===== config.mk =====
export PLATFORM = sky130hd
export DESIGN_NAME = flash_erase_seq
export DESIGN_NICKNAME = d
export VERILOG_FILES = /design/src/rtl/flash_erase_pkg.sv /design/src/rtl/flash_cmd_rom.sv /design/src/rtl/flash_poll_wdog.sv /design/src/rtl/flash_status_eval.sv /design/src/rtl/flash_erase_seq.sv
export SDC_FILE = /design/constraint.sdc
export NUM_CORES = 1
export LEC_CHECK = 0
export BUFFER_PORTS_ARGS = -buffer_cell sky130_fd_sc_hd__buf_2
export CAP_MARGIN = 20
export CORE_ASPECT_RATIO = 0.7
export CORE_MARGIN = 4
export CORE_UTILIZATION = 53
export DETAILED_ROUTE_END_ITERATION = 10
export HOLD_SLACK_MARGIN = 0.05
export MAX_ROUTING_LAYER = met4
export PLACE_DENSITY = 0.77
export SKIP_LAST_GASP = 1
export SYNTH_ARGS = -nofsm -noshare
export SYNTH_HDL_FRONTEND = slang
export SYNTH_SLANG_ARGS = --single-unit

===== constraint.sdc =====
create_clock -name clk -period 3 [get_ports clk]
set_input_delay 0.45 -clock clk [delete_from_list [all_inputs] [get_ports clk]]
set_output_delay 0.45 -clock clk [all_outputs]
set_load 0.05 [all_outputs]

===== src/rtl/flash_erase_pkg.sv =====
package flash_erase_pkg;

    typedef enum logic [2:0] {
        ST_IDLE,
        ST_CMD,
        ST_RD,
        ST_EVAL,
        ST_ABORT
    } seq_state_e;

    localparam logic [7:0] CMD_KEY_A   = 8'hAA;
    localparam logic [7:0] CMD_KEY_B   = 8'h55;
    localparam logic [7:0] CMD_SETUP   = 8'h80;
    localparam logic [7:0] CMD_CHIP    = 8'h10;
    localparam logic [7:0] CMD_SECTOR  = 8'h30;
    localparam logic [7:0] CMD_RESET   = 8'hF0;

    localparam logic [11:0] KEY_ADDR_A = 12'h555;
    localparam logic [11:0] KEY_ADDR_B = 12'h2AA;

    localparam int CMD_STEPS    = 6;
    localparam int CONFIRM_READS = 2;

    localparam int BIT_READY  = 7;
    localparam int BIT_TOGGLE = 6;
    localparam int BIT_LIMIT  = 5;

endpackage


===== src/rtl/flash_cmd_rom.sv =====
module flash_cmd_rom
    import flash_erase_pkg::*;
#(
    parameter int ADDR_W = 20
) (
    input  logic [2:0]        step_i,
    input  logic              chip_i,
    input  logic [ADDR_W-1:0] sector_i,
    output logic [ADDR_W-1:0] addr_o,
    output logic [7:0]        data_o
);

    localparam logic [ADDR_W-1:0] ADDR_A = ADDR_W'(KEY_ADDR_A);
    localparam logic [ADDR_W-1:0] ADDR_B = ADDR_W'(KEY_ADDR_B);

    always_comb begin
        case (step_i)
            3'd0, 3'd3: begin
                addr_o = ADDR_A;
                data_o = CMD_KEY_A;
            end
            3'd1, 3'd4: begin
                addr_o = ADDR_B;
                data_o = CMD_KEY_B;
            end
            3'd2: begin
                addr_o = ADDR_A;
                data_o = CMD_SETUP;
            end
            default: begin
                addr_o = chip_i ? ADDR_A : sector_i;
                data_o = chip_i ? CMD_CHIP : CMD_SECTOR;
            end
        endcase
    end

endmodule


===== src/rtl/flash_poll_wdog.sv =====
module flash_poll_wdog #(
    parameter int WDOG_W = 8
) (
    input  logic              clk,
    input  logic              rst_n,
    input  logic              clear_i,
    input  logic              tick_i,
    input  logic [WDOG_W-1:0] limit_i,
    output logic              expire_o
);

    logic [WDOG_W-1:0] count_d, count_q;
    logic [WDOG_W:0]   next_cnt;

    always_comb begin
        next_cnt = {1'b0, count_q} + 1'b1;
        expire_o = tick_i && (next_cnt >= {1'b0, limit_i});
        count_d  = count_q;
        if (clear_i) begin
            count_d = '0;
        end else if (tick_i && !next_cnt[WDOG_W]) begin
            count_d = next_cnt[WDOG_W-1:0];
        end
    end

    always_ff @(posedge clk or negedge rst_n) begin
        if (!rst_n) count_q <= '0;
        else        count_q <= count_d;
    end

endmodule


===== src/rtl/flash_status_eval.sv =====
module flash_status_eval
    import flash_erase_pkg::*;
(
    input  logic [7:5] status_i,
    input  logic       have_prev_i,
    input  logic       prev_tog_i,
    input  logic [1:0] confirm_i,
    input  logic       wdog_hit_i,
    output logic       complete_o,
    output logic       arm_o,
    output logic       fail_o
);

    logic tog_still;
    logic last_confirm;

    always_comb begin
        tog_still    = have_prev_i && (status_i[BIT_TOGGLE] != prev_tog_i);
        complete_o   = status_i[BIT_READY] ||
                       (have_prev_i && (status_i[BIT_TOGGLE] == prev_tog_i));
        last_confirm = (confirm_i == 2'd1);
        arm_o        = !complete_o && tog_still && status_i[BIT_LIMIT] &&
                       (confirm_i == 2'd0);
        fail_o       = !complete_o && (last_confirm || wdog_hit_i);
    end

endmodule


===== src/rtl/flash_erase_seq.sv =====
module flash_erase_seq
    import flash_erase_pkg::*;
#(
    parameter int ADDR_W = 20,
    parameter int WDOG_W = 8
) (
    input  logic              clk,
    input  logic              rst_n,
    input  logic              start_i,
    input  logic              chip_i,
    input  logic [ADDR_W-1:0] sector_addr_i,
    input  logic [WDOG_W-1:0] poll_limit_i,
    output logic              bus_req_o,
    output logic              bus_we_o,
    output logic [ADDR_W-1:0] bus_addr_o,
    output logic [7:0]        bus_wdata_o,
    input  logic [7:5]        bus_rdata_i,
    output logic              busy_o,
    output logic              done_o,
    output logic              fail_o
);

    localparam logic [2:0] LAST_STEP = 3'(CMD_STEPS - 1);

    typedef struct packed {
        seq_state_e        st;
        logic [2:0]        step;
        logic              chip;
        logic [ADDR_W-1:0] addr;
        logic [WDOG_W-1:0] limit;
        logic              have_prev;
        logic              prev_tog;
        logic [1:0]        confirm;
        logic              done;
        logic              fail;
    } seq_regs_t;

    seq_regs_t r_d, r_q;

    logic [ADDR_W-1:0] rom_addr;
    logic [7:0]        rom_data;
    logic              ev_complete, ev_arm, ev_fail;
    logic              wd_clear, wd_tick, wd_hit;

    flash_cmd_rom #(.ADDR_W(ADDR_W)) u_rom (
        .step_i   (r_q.step),
        .chip_i   (r_q.chip),
        .sector_i (r_q.addr),
        .addr_o   (rom_addr),
        .data_o   (rom_data)
    );

    assign wd_clear = (r_q.st == ST_IDLE) && start_i;
    assign wd_tick  = (r_q.st == ST_EVAL);

    flash_poll_wdog #(.WDOG_W(WDOG_W)) u_wdog (
        .clk      (clk),
        .rst_n    (rst_n),
        .clear_i  (wd_clear),
        .tick_i   (wd_tick),
        .limit_i  (r_q.limit),
        .expire_o (wd_hit)
    );

    flash_status_eval u_eval (
        .status_i    (bus_rdata_i),
        .have_prev_i (r_q.have_prev),
        .prev_tog_i  (r_q.prev_tog),
        .confirm_i   (r_q.confirm),
        .wdog_hit_i  (wd_hit),
        .complete_o  (ev_complete),
        .arm_o       (ev_arm),
        .fail_o      (ev_fail)
    );

    always_comb begin
        r_d      = r_q;
        r_d.done = 1'b0;
        r_d.fail = 1'b0;
        case (r_q.st)
            ST_IDLE: begin
                if (start_i) begin
                    r_d.st        = ST_CMD;
                    r_d.step      = '0;
                    r_d.chip      = chip_i;
                    r_d.addr      = sector_addr_i;
                    r_d.limit     = poll_limit_i;
                    r_d.have_prev = 1'b0;
                    r_d.prev_tog  = 1'b0;
                    r_d.confirm   = '0;
                end
            end
            ST_CMD: begin
                if (r_q.step == LAST_STEP) r_d.st = ST_RD;
                else                       r_d.step = r_q.step + 3'd1;
            end
            ST_RD: begin
                r_d.st = ST_EVAL;
            end
            ST_EVAL: begin
                r_d.have_prev = 1'b1;
                r_d.prev_tog  = bus_rdata_i[BIT_TOGGLE];
                if (ev_complete) begin
                    r_d.st   = ST_IDLE;
                    r_d.done = 1'b1;
                end else if (ev_fail) begin
                    r_d.st = ST_ABORT;
                end else begin
                    r_d.st = ST_RD;
                    if (ev_arm)                 r_d.confirm = 2'(CONFIRM_READS);
                    else if (r_q.confirm != 0)  r_d.confirm = r_q.confirm - 2'd1;
                end
            end
            ST_ABORT: begin
                r_d.st   = ST_IDLE;
                r_d.fail = 1'b1;
            end
            default: r_d.st = ST_IDLE;
        endcase
    end

    always_ff @(posedge clk or negedge rst_n) begin
        if (!rst_n) begin
            r_q    <= '0;
            r_q.st <= ST_IDLE;
        end else begin
            r_q <= r_d;
        end
    end

    always_comb begin
        busy_o      = (r_q.st != ST_IDLE);
        done_o      = r_q.done;
        fail_o      = r_q.fail;
        bus_req_o   = 1'b0;
        bus_we_o    = 1'b0;
        bus_addr_o  = '0;
        bus_wdata_o = '0;
        case (r_q.st)
            ST_CMD: begin
                bus_req_o   = 1'b1;
                bus_we_o    = 1'b1;
                bus_addr_o  = rom_addr;
                bus_wdata_o = rom_data;
            end
            ST_RD: begin
                bus_req_o  = 1'b1;
                bus_addr_o = r_q.chip ? '0 : r_q.addr;
            end
            ST_ABORT: begin
                bus_req_o   = 1'b1;
                bus_we_o    = 1'b1;
                bus_wdata_o = CMD_RESET;
            end
            default: ;
        endcase
    end

endmodule


==> results of run 1 <==
sequential cells by signal, indices dropped and copies added (netlist names):
| name | flops |
|---|---|
| r_q | 39 |
| u_wdog.count_q | 8 |
| done_o | 1 |
| fail_o | 1 |
metrics by stage:
stage | cell area (um2) | utilization (%) | hold slack [ns]
after floorplan | 2750 | - | 0.154
after global placement | 3110 | 63.6 | 0.450
after detailed placement | 3110 | 63.6 | 0.458
after CTS | 3240 | 66.4 | 0.194
after global routing | 3250 | 66.5 | 0.215
final | 3250 | 66.5 | 0.171
synth_stat cells (all sizes together) (2+ instances only):
cell type / instances / area [um2]
nor2b: 2 / 12.5
and3: 2 / 13.8
nand2b: 6 / 45.0
and2: 12 / 75.1
xnor2: 3 / 26.3
nor3: 4 / 35.0
a21oi: 10 / 53.8
clkbuf: 2 / 7.51
a22o: 3 / 27.5
nand2: 93 / 349
xor2: 4 / 35.0
o21ai: 18 / 90.1
nand3: 9 / 50.1
ha: 16 / 200
o22ai: 2 / 12.5
a31oi: 2 / 12.5
dfrtp: 49 / 1230
a21o: 11 / 82.6
inv: 16 / 60.1
nor2: 21 / 78.8
mux2: 2 / 22.5
buf: 12 / 75.1
worst max-delay path, cell delays in order (launching register included):
cell	delay, ns
dfrtp_1	0.52
inv_1	0.13
ha_1	0.25
o21ba_2	0.29
a21oi_1	0.09
nor3_2	0.37
a21o_1	0.18
buf_2	0.26
cells in the final DEF, fill, tap and decap left out, drive strengths merged, types with 3 or more instances in the layout:
master,count
a21o,11
ha,16
buf,70
inv,16
xor2,4
a22o,3
o21ai,18
dfrtp,49
xnor2,3
nand2b,6
nor3,4
a21oi,10
and2,12
clkbuf,5
nand3,9
nor2,21
nand2,93
cell type report:
type,count,share of cell area [%]
inverter,16,1.85
clock inverter,3,2.00
timing repair buffer,70,11.0
sequential,49,37.7
multi-input combinational,235,42.6
clock buffer,5,2.12
tap,69,2.66
final timing paths:
path / slack [ns] / to / startpoint
min reg2reg: 0.48 / r_q[29] / r_q[29]
max in group asynchronous: 2.12 / u_wdog.count_q[6] / rst_n
min in group clk: 0.34 / r_q[32] / sector_addr_i[18]
min: 0.17 / r_q[3] / rst_n
max: 0.17 / bus_addr_o[9] / r_q[37]
max reg2reg: 0.35 / r_q[2] / u_wdog.count_q[0]
timing repair:
action	4_1_cts	5_1_grt
buffers inserted	0	0
setup endpoints to repair	0	9
gates resized for setup	0	1
cells by family (layout without fill, tap and decap cells):
| group | Yosys count | count (layout) |
|---|---|---|
| muxes | 3 | 3 |
| and+or+nand+nor | 152 | 152 |
| AOI/OAI and AO/OA | 57 | 57 |
| adders and majority gates | 16 | 16 |
| DFF | 49 | 49 |
| buffers and inverters | 30 | 94 |
| xor gates and xnor gates | 7 | 7 |
routing by layer:
layer / up-vias / global-route usage [%] / routed length (um)
met2: 50 / 32.3 / 2740
met4: 0 / 4.14 / 32
met3: 4 / 3.96 / 311
met1: 1100 / 27.5 / 2830
li1: 1151 / - / -
met5: - / - / 0
==> key figures, run 1 <==
Route
  • Routed Antenna Nets: 0
  • Via density: roughly 5.2
  • Pre-Repair DR Iteration Count: 4
  • # DRC: 0
  • First DRT Iteration DRCs: around 140
  • WL/cell: approximately 13 um
  • DR vias: ~2300
  • Drt total wl: 5910 um

STA
  • Slew Viols, Final: 0
  • Measured slew at the worst slew-check pin: between 0.6 and 0.7 ns
  • Setup_tns: 0 ns
  • Clock Skew: about 0.0027 ns
  • Period utilisation layout: about 94%
  • Worst slew margin: about 57%
  • Tmin final: between 2 and 3 ns
  • FMAX: roughly 0.35 GHz
  • Endpoints failing setup: 0
  • RSZ-0062 raised after global routing: false
  • Final Hold Fails: 0
  • Worst setup margin: about 0.17 ns

Yosys
  • EDFF count, synth: 0
  • Post-Synth Adder-Cell Area: 7.28%
  • Seq/Total Area, Yosys: between 40% and 50%
  • Ys flop type: dfrtp_1
  • Ys async rst share: 100%
  • Number of synthesized register bits: 49
  • Synth Area in Compound Gates: 14.2%
  • Synthesis Warnings: 0
  • Synth Area in XOR/XNOR: 2.23%
  • Mapped Cells: approximately 310
  • Mux contribution to synthesized area: roughly 1.6%
  • Syn nets: ~370
  • Syn avg cell area: between 8 and 9 um2
  • Synth Area in Simple Gates: 24.9%
  • Unique masters post-synth: 45
  • Main combinational cell family by area after synthesis: simple AND/OR/NAND/NOR gates
  • Mapped cell area: around 2700 um2

Clock network
  • Cts bufs inserted: 5
  • Hold Buf Count CTS: 0
  • Worst-path clk slew: approximately 0.09 ns
  • CTS sink count: 49
  • Clk_lat worst skew: approximately 0.3 ns
  • CTS tree: yes
  • Root Buffer: clkbuf_8
  • CTS max path bufs: 2
  • H-tree levels: 2

Global route
  • GRT overflow: 0
  • Global-route wire length before repair: ~10000 um
  • GRT Overall Usage: around a fifth
  • Vias in the first global route: about 2200
  • Initial antenna violation count: 0
  • Pin count of the biggest net entering global routing: 30

Setup path
  • CP Class: flop to primary output
  • CP Capture Type: primary output
  • Crit-path max FO: 7
  • Critical path arrival: around 2.4 ns
  • Worst path required time: ~2.6 ns
  • FF-to-FF path depth: 10
  • Crit start category: flop

Floorplanning
  • Initial Utilization: between 50% and 60%
  • IO Count: a little under 70
  • Die H: 68.3 um
  • Die area: 6420 um2
  • FP Rows: 21
  • Die width: 94.1 um
  • Core area: just under 5000 um2

Placement
  • DP Worst Slack: ~0.38 ns
  • Placed cells: 439
  • Final GP Congestion: slightly above 0.8
  • IO Port Bufs: 67
  • Post-DP HPWL: ~4500 um

Cells and area
  • Share of cells above drive strength 1: about a quarter
  • Reg area: approximately 1200 um2
  • Fillers: 436
  • Multi-input gate area: roughly 1400 um2
  • Diode count: 0
  • Non-filler cells, final: about 450
  • Layout area overhead: 18.3%
  • NumNets Final: ~430

Outcome
  • Status: completed

Worst hold path
  • Worst Hold Class: input pin to asynchronous set/reset pin

Run
  • Max cap viols: 0
Power of run 1 is left out: the tool's default activity adds up to more than one toggle a clock period on the data nets, which glitch-free logic cannot reach.
==> run 2, diff against run 1 <==
--- a/config.mk
+++ b/config.mk
@@ -5,13 +5,13 @@
 export SDC_FILE = /design/constraint.sdc
 export NUM_CORES = 1
 export LEC_CHECK = 0
-export BUFFER_PORTS_ARGS = -buffer_cell sky130_fd_sc_hd__buf_2
+export BUFFER_PORTS_ARGS = -buffer_cell sky130_fd_sc_hd__buf_4
 export CAP_MARGIN = 20
 export CORE_ASPECT_RATIO = 0.7
 export CORE_MARGIN = 4
 export CORE_UTILIZATION = 53
 export DETAILED_ROUTE_END_ITERATION = 10
-export HOLD_SLACK_MARGIN = 0.05
+export HOLD_SLACK_MARGIN = 0.12
 export MAX_ROUTING_LAYER = met4
 export PLACE_DENSITY = 0.77
 export SKIP_LAST_GASP = 1
==> run 2 against run 1 <==
- setup slack gained 0.11 ns
- non-clock buffer count is 1 lower
- core utilization increased by 2.4 points
- sequential share of layout area fell by 1.3 points
- global-route usage increased by 0.88 points
- routed wire length grew 5.5%
- clock skew increased by 0.0059 ns
- worst hold slack lost 0.022 ns
- die area did not move
- first-iteration DRC count is 5.8% higher
- register-to-register slack worse by 0.02 ns
- critical endpoint is now bus_addr_o[3]
- largest cell class unchanged
==> key figures, run 2 (synthesized netlist as in run 1, its figures left out) <==
Setup path
  • Crit start category: flop (unchanged)
  • Critical path arrival: 2.27 ns (was 2.38 ns)
  • FF-to-FF path depth: 10 (unchanged)
  • RR Startpoint: u_wdog.count_q[0] (unchanged)
  • Reg2reg setup slack: 0.33 ns (was 0.35 ns)
  • CP Launch Point: r_q[37] (unchanged)
  • CP Buf/Inv Count: 2 (unchanged)
  • Worst path required time: 2.55 ns (about the same)
  • Worst-path cell chain: inv_1 -> ha_1 -> o21ba_2 -> a21oi_1 -> nor3_2 -> a21o_1 -> buf_4 (was inv_1 -> ha_1 -> o21ba_2 -> a21oi_1 -> nor3_2 -> a21o_1 -> buf_2)
  • Crit-path max FO: 7 (unchanged)
  • Critical path's top delay family: compound AO/OA/AOI/OAI gates (unchanged)
  • CP Class: flop to primary output (unchanged)
  • RR Endpoint: r_q[2] (unchanged)
  • CP max-delay cell: dfrtp_1 (unchanged)
  • Crit-path max cell delay: 0.53 ns (was 0.52 ns)
  • CP Capture Type: primary output (unchanged)

STA
  • Measured slew at the worst slew-check pin: 0.685 ns (was 0.647 ns)
  • Worst setup margin: 0.281 ns (was 0.171 ns)
  • Endpoints failing setup: 0 (unchanged)
  • FMAX: 0.368 GHz (was 0.354 GHz)
  • RSZ-0062 raised after global routing: false (unchanged)
  • Setup_tns: 0 ns (unchanged)
  • Slew Viols, Final: 0 (unchanged)
  • Hold WS: 0.149 ns (was 0.171 ns)
  • Period utilisation layout: 90.6% (was 94.3%)
  • Tmin final: 2.72 ns (was 2.83 ns)
  • Final Hold Fails: 0 (unchanged)
  • Worst slew margin: 54.3% (was 56.8%)
  • Clock Skew: 0.00869 ns (was 0.00274 ns)

Clock network
  • Worst-path clk slew: 0.09 ns (about the same)
  • CTS max path bufs: 2 (unchanged)
  • CTS tree: yes (unchanged)
  • H-tree levels: 2 (unchanged)
  • Hold Buf Count CTS: 0 (unchanged)
  • CTS sink count: 49 (unchanged)
  • Clk_lat worst skew: 0.30 ns (about the same)
  • Root Buffer: clkbuf_8 (unchanged)
  • Post-CTS Setup Bufs: 0 (unchanged)
  • CTS resizes: 0 (unchanged)
  • Cts bufs inserted: 5 (unchanged)

Power and ir drop
  • Pwr Total: roughly 4.2 mW
  • Static Leak: approximately 1.8 nW
  • Seq pwr share: approximately 26%
  • Worst vdd ir: between 0.0009 and 0.001 V
  • P_int: between 1.5 and 2 mW
  • PwrDens: 1250 nW/um2
  • P_sw: approximately 2.2 mW
  • Switching share of total power: between 50% and 60%
  • Combinational power share: 64.9%
  • Clock group share of total power: under 10%

Run
  • Max cap viols: 0 (unchanged)

Placement
  • DP Worst Slack: 0.398 ns (was 0.381 ns)
  • Post-Place Cell Area: 3270 um2 (was 3110 um2)
  • IO Port Bufs: 67 (unchanged)
  • Post-DP HPWL: 4640 um (was 4490 um)
  • Final GP Congestion: 0.866 (was 0.825)

Cells and area
  • Most frequent cells in the layout: 93 x nand2_1, 69 x buf_4, 49 x dfrtp_1, 21 x nor2_1, 17 x o21ai_0 (was 93 x nand2_1, 67 x buf_2, 49 x dfrtp_1, 21 x nor2_1, 17 x o21ai_0)
  • Biggest regs: r_q (39), u_wdog.count_q (8) (unchanged)
  • Commonest non-fill, non-tap cell in the layout: nand2_1 (unchanged)
  • Largest Register: r_q (unchanged)
  • Share of cells above drive strength 1: 23.9% (was 24.3%)
  • Layout area overhead: 22.5% (was 18.3%)
  • Fin area: 3370 um2 (was 3250 um2)
  • Max reg flops: 39 (unchanged)
  • Diode count: 0 (unchanged)
  • NumNets Final: 427 (was 428)
  • Fillers: 425 (was 436)

Floorplanning
  • FP Rows: 21 (unchanged)
  • Die H: 68.3 um (unchanged)
  • Die width: 94.1 um (unchanged)
  • IO Count: 68 (unchanged)
  • Core area: 4890 um2 (unchanged)
  • Initial Utilization: 56.2% (unchanged)
  • Die area: 6420 um2 (unchanged)

Worst hold path
  • Worst Hold Class: input pin to asynchronous set/reset pin (unchanged)

Route
  • DR vias: 2309 (was 2305)
  • First DRT Iteration DRCs: 145 (was 137)
  • WL/cell: 14.0 um (was 13.2 um)
  • Via density: 5.19 (was 5.16)
  • Drt total wl: 6240 um (was 5910 um)
  • Pre-Repair DR Iteration Count: 4 (unchanged)
  • # DRC: 0 (unchanged)
  • Routed Antenna Nets: 0 (unchanged)

Global route
  • Global-route wire length before repair: 10200 um (was 9980 um)
  • GRT overflow: 0 (unchanged)
  • GRT Overall Usage: 21.2% (was 20.3%)
  • Pin count of the biggest net entering global routing: 50 (was 30)
  • Vias in the first global route: 2188 (was 2207)
  • Initial antenna violation count: 0 (unchanged)

Outcome
  • Status: completed (unchanged)
## run 2: cell count changes in the layout (fill, tap and decap cells not counted), sizes merged
cell,delta
buf,-1
clkinv,-1
bufinv,-2
clkbuf,+1
clkinvlp,+1
## run 2: worst max-delay path by stage
stage                           to  slack (ns)  cells after the start
finish               bus_addr_o[3]        0.28                      7
floorplan           bus_wdata_o[5]        0.41                      6
CTS                 bus_addr_o[19]        0.16                      7
detailed placement          r_q[2]        0.40                     10
global route                r_q[2]        0.05                     10
global placement            r_q[2]        0.49                     10
## run 2: routing by layer
layer,GRT usage (%),up-vias,part of all wire (%)
li1,-,1149,-
met1,28.7,1101,47
met2,32.7,57,47
met3,4.95,2,6.0
met4,4.86,0,0.16
met5,-,-,0
## run 2: worst register-to-register path, stage by stage (launching register included)
cell and delay, ns:
dfrtp_1 0.43, ha_1 0.27, nand3_2 0.18, nor2_1 0.16
xor2_1 0.20, ha_1 0.28, a21oi_1 0.17, o221ai_1 0.16
a211oi_2 0.27, o22ai_1 0.17, a22o_1 0.28
## run 2: area by class of cell
cell class / instances / area, um2 / area share, %
clock inverters: 1 / 7.51 / 0.223
flip-flops and latches: 49 / 1230 / 36.4
repair buffers: 69 / 518 / 15.4
well taps: 69 / 86.3 / 2.56
multi-input cells: 235 / 1390 / 41.2
clock buffers: 6 / 82.6 / 2.45
inverters: 16 / 60.1 / 1.78
## run 2: power by group through the flow
stage / Combinational, mW / Sequential (mW) / Clock, mW
floorplan: 2.06 / 1.03 / 0
global placement: 2.69 / 1.07 / 0
detailed placement: 2.73 / 1.09 / 0
CTS: 2.75 / 1.08 / 0.412
global route: 2.94 / 1.11 / 0.437
finish: 2.73 / 1.08 / 0.400
## run 2: metrics by stage
stage               std cells  util [%]
floorplan                 314         -
global placement          438      66.9
detailed placement        438      66.9
CTS                       445      68.8
global route              445      68.9
finish                    445      68.9
No activity file was read; power rests on OpenSTA's default activity.
==> run 3, diff against run 2 <==
--- a/config.mk
+++ b/config.mk
@@ -7,7 +7,7 @@
 export LEC_CHECK = 0
 export BUFFER_PORTS_ARGS = -buffer_cell sky130_fd_sc_hd__buf_4
 export CAP_MARGIN = 20
-export CORE_ASPECT_RATIO = 0.7
+export CORE_ASPECT_RATIO = 1.5
 export CORE_MARGIN = 4
 export CORE_UTILIZATION = 53
 export DETAILED_ROUTE_END_ITERATION = 10
==> constraint.sdc (replaced) <==
create_clock -name clk -period 2.65 [get_ports clk]
set_input_delay 0.3975 -clock clk [delete_from_list [all_inputs] [get_ports clk]]
set_output_delay 0.3975 -clock clk [all_outputs]
set_load 0.05 [all_outputs]
==> run 3 against run 2 <==
- die area hardly changed
- total power is 16% higher
- global-route usage shrank 0.90 points
- final area is 3.2% higher
- count of clock-buffer cells in the layout fell by 1
- worst hold slack got worse by 0.048 ns
- sequential power rose by 13%
- largest power group unchanged
==> key figures, run 3 (synthesized netlist as in run 1, its figures left out) <==
Power and ir drop
  • Seq pwr share: 24.8% (was 25.6%)
  • PwrDens: 1410 nW/um2 (was 1250 nW/um2)
  • Switching share of total power: 51.2% (was 53.3%)
  • Static Leak: 1.86 nW (was 1.82 nW)
  • Clock group share of total power: 10.4% (was 9.5%)
  • Worst vdd ir: 0.000513 V (was 0.000920 V)
  • P_sw: 2.51 mW (was 2.24 mW)
  • P_int: 2.39 mW (was 1.96 mW)
  • Pwr Total: 4.90 mW (was 4.21 mW)
  • Combinational power share: 64.8% (was 64.9%)

Setup path
  • Crit start category: flop (unchanged)
  • CP Class: flop to flop (was flop to primary output)
  • Critical path arrival: 2.78 ns (was 2.27 ns)
  • Crit-path max FO: 6 (was 7)
  • FF-to-FF path depth: 10 (unchanged)
  • Worst path required time: 2.84 ns (was 2.55 ns)
  • Reg2reg setup slack: 0.05 ns (was 0.33 ns)
  • CP Capture Type: flop (was primary output)

Global route
  • GRT overflow: 0 (unchanged)
  • Pin count of the biggest net entering global routing: 50 (unchanged)
  • Initial antenna violation count: 0 (unchanged)
  • Vias in the first global route: 2272 (was 2188)
  • GRT Overall Usage: 20.3% (was 21.2%)
  • Global-route wire length before repair: 9810 um (was 10200 um)

Route
  • # DRC: 0 (unchanged)
  • WL/cell: 13.8 um (was 14.0 um)
  • Routed Antenna Nets: 0 (unchanged)
  • DR vias: 2285 (was 2309)
  • Via density: 5.09 (was 5.19)
  • First DRT Iteration DRCs: 70 (was 145)
  • Pre-Repair DR Iteration Count: 4 (unchanged)
  • Drt total wl: 6200 um (was 6240 um)

Clock network
  • Cts bufs inserted: 5 (unchanged)
  • Worst-path clk slew: 0.09 ns (about the same)
  • Hold Buf Count CTS: 0 (unchanged)
  • CTS sink count: 49 (unchanged)
  • H-tree levels: 2 (unchanged)
  • CTS max path bufs: 2 (unchanged)
  • Root Buffer: clkbuf_8 (unchanged)
  • CTS tree: yes (unchanged)
  • Clk_lat worst skew: 0.30 ns (about the same)

Floorplanning
  • Die width: 66.8 um (was 94.1 um)
  • Initial Utilization: 55.8% (was 56.2%)
  • Die H: 96.2 um (was 68.3 um)
  • IO Count: 68 (unchanged)
  • FP Rows: 31 (was 21)
  • Core area: 4930 um2 (was 4890 um2)
  • Die area: 6430 um2 (was 6420 um2)

STA
  • Clock Skew: 0.00289 ns (was 0.00869 ns)
  • RSZ-0062 raised after global routing: true (was false)
  • Measured slew at the worst slew-check pin: 0.623 ns (was 0.685 ns)
  • Period utilisation layout: between 90% and 100%
  • Slew Viols, Final: 0 (unchanged)
  • Worst slew margin: 58.5% (was 54.3%)
  • Worst setup margin: 0.0527 ns (was 0.281 ns)
  • FMAX: between 0.3 and 0.4 GHz
  • Final Hold Fails: 0 (unchanged)
  • Endpoints failing setup: 0 (unchanged)
  • Tmin final: roughly 2.6 ns

Cells and area
  • Most frequent cells in the layout: 93 x nand2_1, 71 x buf_4, 45 x dfrtp_1, 19 x nor2_1, 17 x o21ai_0 (was 93 x nand2_1, 69 x buf_4, 49 x dfrtp_1, 21 x nor2_1, 17 x o21ai_0)
  • Diode count: 0 (unchanged)
  • Layout area overhead: 26.4% (was 22.5%)
  • Max reg flops: 39 (unchanged)
  • Largest Register: r_q (unchanged)
  • NumNets Final: 434 (was 427)
  • Biggest regs: r_q (39), u_wdog.count_q (8) (unchanged)
  • Share of cells above drive strength 1: 27.7% (was 23.9%)
  • Commonest non-fill, non-tap cell in the layout: nand2_1 (unchanged)

Run
  • Max cap viols: 0 (unchanged)

Placement
  • IO Port Bufs: 67 (unchanged)
  • Post-DP HPWL: 4480 um (was 4640 um)
  • DP Worst Slack: 0.0286 ns (was 0.398 ns)
  • Final GP Congestion: 0.845 (was 0.866)

Outcome
  • Status: completed (unchanged)

Worst hold path
  • Worst Hold Class: input pin to asynchronous set/reset pin (unchanged)
==> run 3: what timing repair did <==
action,CTS,global route
setup buffers,0,6
resized for setup,0,16
endpoints found under the hold margin,0,0
setup endpoints to repair,0,22
==> run 3: layout make-up <==
class                   instances  area [um2]
repair buffers                 76         589
clock inverters                 2        35.0
clock buffers                   5        68.8
well taps                      66        82.6
fillers                       421        1450
flip-flops and latches         49        1230
inverters                      16        60.1
multi-input cells             235        1410
==> run 3: final timing paths <==
check	startpoint	end
min in group clk	sector_addr_i[12]	r_q[26]
max in group asynchronous	rst_n	u_wdog.count_q[3]
min reg2reg	r_q[28]	r_q[28]
max reg2reg	u_wdog.count_q[0]	r_q[2]
min	rst_n	r_q[36]
max	u_wdog.count_q[0]	r_q[2]
==> run 3: critical path, stage by stage, from the launching register on <==
cell,delay [ns]
dfrtp_2,0.42
ha_2,0.25
nand3_4,0.12
nor2_2,0.14
xor2_1,0.20
ha_1,0.27
a21oi_1,0.16
o221ai_1,0.14
a211oi_2,0.34
o22ai_1,0.17
a22o_1,0.27
==> run 3: metal layers <==
layer / track usage [%] / wire, um
met1: 22.0 / 2390
met2: 35.9 / 3460
met3: 3.86 / 241
met4: 8.31 / 108
met5: - / 0
==> run 3: stage by stage <==
stage	setup TNS, ns	cell area (um2)	cells	util (%)	hold WS, ns
floorplan	0	2750	314	-	0.102
global placement	0	3270	436	66.5	0.449
detailed placement	0	3270	436	66.5	0.454
CTS	0	3380	443	68.6	0.133
global route	-0.485	3470	449	70.5	0.153
finish	0	3470	449	70.5	0.101
==> run 3: power by group through the flow <==
| stage | clock [mW] | sequential (mW) | combinational, mW |
|---|---|---|---|
| floorplan | 0 | 1.17 | 2.33 |
| global placement | 0 | 1.21 | 3.04 |
| detailed placement | 0 | 1.22 | 3.08 |
| CTS | 0.525 | 1.21 | 3.09 |
| global route | 0.555 | 1.25 | 3.43 |
| finish | 0.510 | 1.22 | 3.17 |
